File: src/rtl/ckmem_pkg.sv
package ckmem_pkg;
    typedef enum logic [1:0] {
        SZ_BYTE = 2'b00,
        SZ_HALF = 2'b01,
        SZ_WORD = 2'b10,
        SZ_WALT = 2'b11
    } acc_size_t;

    typedef enum logic [1:0] {
        FLT_NONE  = 2'b00,
        FLT_RANGE = 2'b01,
        FLT_ALIGN = 2'b10
    } fault_t;

    typedef enum logic {
        ST_IDLE = 1'b0,
        ST_RESP = 1'b1
    } pstate_t;

    function automatic logic [15:0] swap16(input logic [15:0] v);
        return {v[7:0], v[15:8]};
    endfunction

    function automatic logic [31:0] swap32(input logic [31:0] v);
        return {v[7:0], v[15:8], v[23:16], v[31:24]};
    endfunction
endpackage

File: src/rtl/ckmem_check.sv
module ckmem_check
    import ckmem_pkg::*;
#(
    parameter int unsigned ADDR_W    = 32,
    parameter int unsigned MEM_BYTES = 32'h0080_0000
) (
    input  logic [ADDR_W-1:0] addr,
    input  acc_size_t         size,
    output fault_t            fault
);
    logic out_of_range;
    logic misaligned;

    assign out_of_range = {1'b0, addr} >= (ADDR_W+1)'(MEM_BYTES);

    always_comb begin
        unique case (size)
            SZ_BYTE: misaligned = 1'b0;
            SZ_HALF: misaligned = addr[0];
            SZ_WORD,
            SZ_WALT: misaligned = |addr[1:0];
            default: misaligned = 1'b0;
        endcase
    end

    // Range first, alignment second
    always_comb begin
        if (out_of_range)    fault = FLT_RANGE;
        else if (misaligned) fault = FLT_ALIGN;
        else                 fault = FLT_NONE;
    end
endmodule

File: src/rtl/ckmem_wlane.sv
module ckmem_wlane
    import ckmem_pkg::*;
#(
    parameter int unsigned DATA_W = 32,
    localparam int unsigned LANES = DATA_W / 8
) (
    input  acc_size_t          size,
    input  logic [1:0]         off,
    input  logic               big,
    input  logic [DATA_W-1:0]  wdata,
    output logic [LANES-1:0]   be,
    output logic [DATA_W-1:0]  lanes
);
    logic [15:0] half_ord;

    assign half_ord = big ? swap16(wdata[15:0]) : wdata[15:0];

    always_comb begin
        unique case (size)
            SZ_BYTE: begin
                be    = LANES'(1) << off;
                lanes = {LANES{wdata[7:0]}};
            end
            SZ_HALF: begin
                be    = off[1] ? 4'b1100 : 4'b0011;
                lanes = {2{half_ord}};
            end
            SZ_WORD,
            SZ_WALT: begin
                be    = '1;
                lanes = big ? swap32(wdata) : wdata;
            end
            default: begin
                be    = '0;
                lanes = '0;
            end
        endcase
    end
endmodule

File: src/rtl/ckmem_rlane.sv
module ckmem_rlane
    import ckmem_pkg::*;
#(
    parameter int unsigned DATA_W = 32
) (
    input  acc_size_t          size,
    input  logic [1:0]         off,
    input  logic               big,
    input  logic [DATA_W-1:0]  raw,
    output logic [DATA_W-1:0]  value
);
    logic [7:0]  byte_sel;
    logic [15:0] half_sel;

    assign byte_sel = raw[8*off +: 8];
    assign half_sel = off[1] ? raw[31:16] : raw[15:0];

    always_comb begin
        unique case (size)
            SZ_BYTE: value = {24'd0, byte_sel};
            SZ_HALF: value = {16'd0, (big ? swap16(half_sel) : half_sel)};
            SZ_WORD,
            SZ_WALT: value = big ? swap32(raw) : raw;
            default: value = '0;
        endcase
    end
endmodule

File: src/rtl/ckmem_port.sv
module ckmem_port
    import ckmem_pkg::*;
#(
    parameter int unsigned MEM_BYTES = 32'h0080_0000,
    parameter int unsigned ADDR_W    = 32,
    parameter int unsigned DATA_W    = 32,
    localparam int unsigned LANES    = DATA_W / 8,
    localparam int unsigned WADDR_W  = $clog2(MEM_BYTES) - 2
) (
    input  logic               clk,
    input  logic               rst_n,
    input  logic               big_endian,
    input  logic               req_valid,
    input  logic [ADDR_W-1:0]  req_addr,
    input  logic [1:0]         req_size,
    input  logic               req_we,
    input  logic [DATA_W-1:0]  req_wdata,
    output logic               rsp_valid,
    output logic [DATA_W-1:0]  rsp_rdata,
    output logic [1:0]         rsp_fault,
    output logic               ram_en,
    output logic [LANES-1:0]   ram_we,
    output logic [WADDR_W-1:0] ram_addr,
    output logic [DATA_W-1:0]  ram_wdata,
    input  logic [DATA_W-1:0]  ram_rdata
);
    pstate_t   state_q, state_d;
    acc_size_t size_in, size_q;
    fault_t    fault_in, fault_q;
    logic [1:0] off_q;
    logic       big_q, we_q;
    logic [LANES-1:0]  lane_be;
    logic [DATA_W-1:0] lane_data;
    logic [DATA_W-1:0] gathered;
    logic              go;

    assign size_in = acc_size_t'(req_size);

    ckmem_check #(.ADDR_W(ADDR_W), .MEM_BYTES(MEM_BYTES)) u_check (
        .addr  (req_addr),
        .size  (size_in),
        .fault (fault_in)
    );

    ckmem_wlane #(.DATA_W(DATA_W)) u_wlane (
        .size  (size_in),
        .off   (req_addr[1:0]),
        .big   (big_endian),
        .wdata (req_wdata),
        .be    (lane_be),
        .lanes (lane_data)
    );

    ckmem_rlane #(.DATA_W(DATA_W)) u_rlane (
        .size  (size_q),
        .off   (off_q),
        .big   (big_q),
        .raw   (ram_rdata),
        .value (gathered)
    );

    // RAM side: driven in the request cycle, suppressed on any fault
    assign go        = req_valid && (fault_in == FLT_NONE);
    assign ram_en    = go;
    assign ram_we    = (go && req_we) ? lane_be : '0;
    assign ram_addr  = req_addr[WADDR_W+1:2];
    assign ram_wdata = lane_data;

    // Next-state logic
    always_comb begin
        unique case (state_q)
            ST_IDLE: state_d = req_valid ? ST_RESP : ST_IDLE;
            ST_RESP: state_d = req_valid ? ST_RESP : ST_IDLE;
            default: state_d = ST_IDLE;
        endcase
    end

    // State register and captured request attributes
    always_ff @(posedge clk) begin
        if (!rst_n) begin
            state_q <= ST_IDLE;
            size_q  <= SZ_BYTE;
            fault_q <= FLT_NONE;
            off_q   <= 2'b00;
            big_q   <= 1'b0;
            we_q    <= 1'b0;
        end else begin
            state_q <= state_d;
            if (req_valid) begin
                size_q  <= size_in;
                fault_q <= fault_in;
                off_q   <= req_addr[1:0];
                big_q   <= big_endian;
                we_q    <= req_we;
            end
        end
    end

    // Outputs
    always_comb begin
        rsp_valid = 1'b0;
        rsp_fault = FLT_NONE;
        rsp_rdata = '0;
        unique case (state_q)
            ST_IDLE: ;
            ST_RESP: begin
                rsp_valid = 1'b1;
                rsp_fault = fault_q;
                if (!we_q && fault_q == FLT_NONE)
                    rsp_rdata = gathered;
            end
            default: ;
        endcase
    end

    // Assertions
    a_r8_rsp_follows_req: assert property (@(posedge clk) disable iff (!rst_n)
        req_valid |=> rsp_valid);
    a_r8_no_spurious_rsp: assert property (@(posedge clk) disable iff (!rst_n)
        !req_valid |=> !rsp_valid);
    a_r1_range_blocks_ram: assert property (@(posedge clk) disable iff (!rst_n)
        (req_valid && ({1'b0, req_addr} >= (ADDR_W+1)'(MEM_BYTES))) |-> (!ram_en && ram_we == '0));
    a_r3_range_reported: assert property (@(posedge clk) disable iff (!rst_n)
        (req_valid && ({1'b0, req_addr} >= (ADDR_W+1)'(MEM_BYTES))) |=> (rsp_fault == FLT_RANGE));
    a_r2_byte_never_misaligned: assert property (@(posedge clk) disable iff (!rst_n)
        (req_valid && req_size == SZ_BYTE) |=> (rsp_fault != FLT_ALIGN));
    a_r7_fault_zero_data: assert property (@(posedge clk) disable iff (!rst_n)
        (rsp_valid && rsp_fault != FLT_NONE) |-> (rsp_rdata == '0));
    a_r9_byte_single_lane: assert property (@(posedge clk) disable iff (!rst_n)
        (ram_we != '0 && req_size == SZ_BYTE) |-> ($countones(ram_we) == 1));
    a_r10_we_needs_en: assert property (@(posedge clk) disable iff (!rst_n)
        (ram_we != '0) |-> ram_en);
endmodule

File: config.mk
export PLATFORM = sky130hd
export DESIGN_NAME = ckmem_port
export DESIGN_NICKNAME = d
export VERILOG_FILES = /design/src/rtl/ckmem_pkg.sv /design/src/rtl/ckmem_check.sv /design/src/rtl/ckmem_wlane.sv /design/src/rtl/ckmem_rlane.sv /design/src/rtl/ckmem_port.sv
export SDC_FILE = /design/constraint.sdc
export NUM_CORES = 1
export LEC_CHECK = 0
export BUFFER_PORTS_ARGS = -buffer_cell sky130_fd_sc_hd__buf_2
export CAP_MARGIN = 0
export CORE_MARGIN = 1
export CORE_UTILIZATION = 30
export DETAILED_ROUTE_END_ITERATION = 8
export GPL_ROUTABILITY_DRIVEN = 1
export PLACE_DENSITY = 0.65
export SYNTH_ARGS = -nofsm -noshare
export SYNTH_HDL_FRONTEND = slang
export SYNTH_SLANG_ARGS = --single-unit
File: constraint.sdc
create_clock -name clk -period 2.2 [get_ports clk]
set_input_delay 0.11 -clock clk [delete_from_list [all_inputs] [get_ports clk]]
set_output_delay 0.11 -clock clk [all_outputs]
set_load 0.05 [all_outputs]
==> results_dict.tcl <==
set metrics [dict create \
    status "finished clean" \
    crit_path_end_kind "output pin" \
    max_stage_delay_ns 0.52 \
    r2r_cells 2 \
    coreArea_um2 7330 \
    port_buffers 153 \
    grt_max_degree 25 \
    n_antenna_cell 0 \
    syn_to_final_growth_pct 32.8 \
    dominantRegCellSynth "dfxtp_1" \
    p_leak_nw 1.42 \
    syn_area_um2 2300 \
    path_class "register to output pin" \
    slew-limit-headroom_pct 43.6 \
    cts-root-buf "clkbuf_8" \
    cp.arrival_ns 1.89 \
    post_cts_resized 0 \
    hpwl_um 6130 \
    synth_edf_count 0 \
    clkTransAtPathRegs_ns 0.05 \
    avgSynthCellArea_um2 7.87 \
    yosysWarningCount 0 \
    dieWidth_um 89.5 \
    overflow 0 \
    antenna_found_initial 0 \
    dp.cells 508 \
    hp-class "input pin to register" \
    async_reset_ff_share_pct 0 \
    syn_nets 395 \
    ios 196 \
    synth_cell_types 40 \
    synth-seq-cells 9 \
    slew_viol_final 0 \
    syn_inst 292 \
    cts_setup_buffers 0 \
    finalNonFillerCells 512 \
    die_h_um 89.5 \
    clkLatencyLatePin_ns 0.23 \
    synth_seq_area_share_pct 7.84 \
    mostFrequentLayoutCell "buf_2" \
    nets 517 \
    start_kind "register" \
    wl_per_cell_um 14.9 \
    drt_iter0_drc 86 \
    required_ns 2.09 \
    drive_gt1_share_pct 50.8 \
    postRouteAntennaNets 0 \
    fin_crit_ns 2.00 \
    grt_pass1_wl_um 11500 \
    drc 0 \
    cts.sinks 9 \
    clockBufferDepth 2 \
    power_density_nw_per_um2 390 \
    cts_tree "built" \
    hold_viol_final 0 \
    worstPathMaxFanout 16 \
    rows 31 \
    die_area_um2 8010 \
    setup_viol_count_final 0 \
    dr.pass1.iters 4 \
    hold_path_depth 3 \
    clock.fmax_mhz 499 \
    layout_common_cells "153 x buf_2, 47 x nor2_1, 43 x mux2i_1" \
    total_power_mw 1.19 \
    fin_skew_ns 0 \
    max_cap_violations 0 \
    postCtsHoldBufs 0 \
    place_congestion 0.800 \
    cp_slowest_cell "nor4b_4" \
    rsz0062_at_grt "false" \
    utilization_pct 41.6 \
    h-tree-depth 1 \
    tightest_slew_ns 0.842 \
    ir_drop_v 0.000259 \
    crit_chain "nor4b_4 > nand2_2 > nor2_1 > buf_2" \
    cts_made_buffers 3 \
    via_per_inst 5.42 \
    wl_um 7650 \
    vias 2776 \
    grt_use_total_pct 17.9 \
    grt_pass1_vias 2434 \
    timing.setup.tns_ns 0 \
    start_util_pct 31.3 \
    fin_crit_sh_pct 91.1 \
]
[synthesized netlist by cell type (2+ instances only)]
cell type,number,area [um^2]
buf_2,12,60.1
a21oi_1,10,50.1
buf_4,23,173
nand3b_1,2,15.0
buf_6,3,33.8
a22o_1,24,210
clkbuf_1,5,18.8
o22ai_1,11,68.8
o21ai_0,9,45.0
a211oi_1,13,97.6
or2_2,2,12.5
nor2b_1,7,43.8
nor3_1,5,25.0
and2_1,2,12.5
a222oi_1,8,80.1
nor2_1,47,176
mux2_2,26,293
mux2i_1,43,430
o21ai_1,2,10.0
inv_1,3,11.3
o2bb2ai_1,8,70.1
dfxtp_1,9,180
[sequential cells by signal, indices dropped and copies added, names as in the netlist]
register / cells
fault_q: 2
off_q: 2
size_q: 2
big_q: 1
state_q: 1
we_q: 1
[cell families (layout without fill, tap and decap cells)]
group / count (synthesis) / count (layout) / share of synthesized area, %
compound gates: 89 / 89 / 29.4
simple gates: 75 / 75 / 16.7
mux: 70 / 70 / 32.1
buf+inv: 49 / 170 / 13.9
flops: 9 / 9 / 7.84
[worst max-delay path: cells and delay by family (launching register included)]
family,cells,cell delay [ns]
simple gates,3,1.04
buf+inv,1,0.28
flops,1,0.34
[metal layers]
metal,up-vias,GRT usage (%),routed length [um]
met5,-,0,0
met4,0,5.19,132
met2,149,31.8,3650
met1,1277,21.5,3190
met3,12,4.16,671
li1,1338,-,-
[where the power goes]
part,internal [mW],switching (mW),total [mW],leakage [nW]
Sequential,0.173,0.0152,0.188,0.0747
Combinational,0.278,0.529,0.807,1.33
Clock,0.126,0.0677,0.194,0.0228
[cell type report]
cell class | count | area (um^2)
fillers | 757 | 4280
multi-input cells | 234 | 1840
inverters | 3 | 11.3
repair buffers | 163 | 853
clock buffers | 4 | 45.0
well taps | 99 | 124
flip-flops and latches | 9 | 181
[metrics by stage]
step                      instance area, um^2  setup slack, ns  hold WS (ns)
final                                    3050            0.196         0.165
after global routing                     3050           0.0249         0.211
after CTS                                3050            0.166         0.170
after detailed placement                 3010            0.424         0.220
after global placement                   3010            0.501         0.220
after floorplan                          2340           0.0294         0.238
[path summary, 6_finish.rpt]
check,start,end,slack [ns]
setup / recovery,we_q$_SDFFE_PN0P_,rsp_rdata[19],0.20
hold / removal,req_we,we_q$_SDFFE_PN0P_,0.17
setup reg to reg,off_q[0]$_SDFFE_PN0P_,off_q[0]$_SDFFE_PN0P_,1.23
hold reg to reg,fault_q[1]$_SDFFE_PN0P_,fault_q[1]$_SDFFE_PN0P_,0.57
Power figures use the tool's default switching activity.
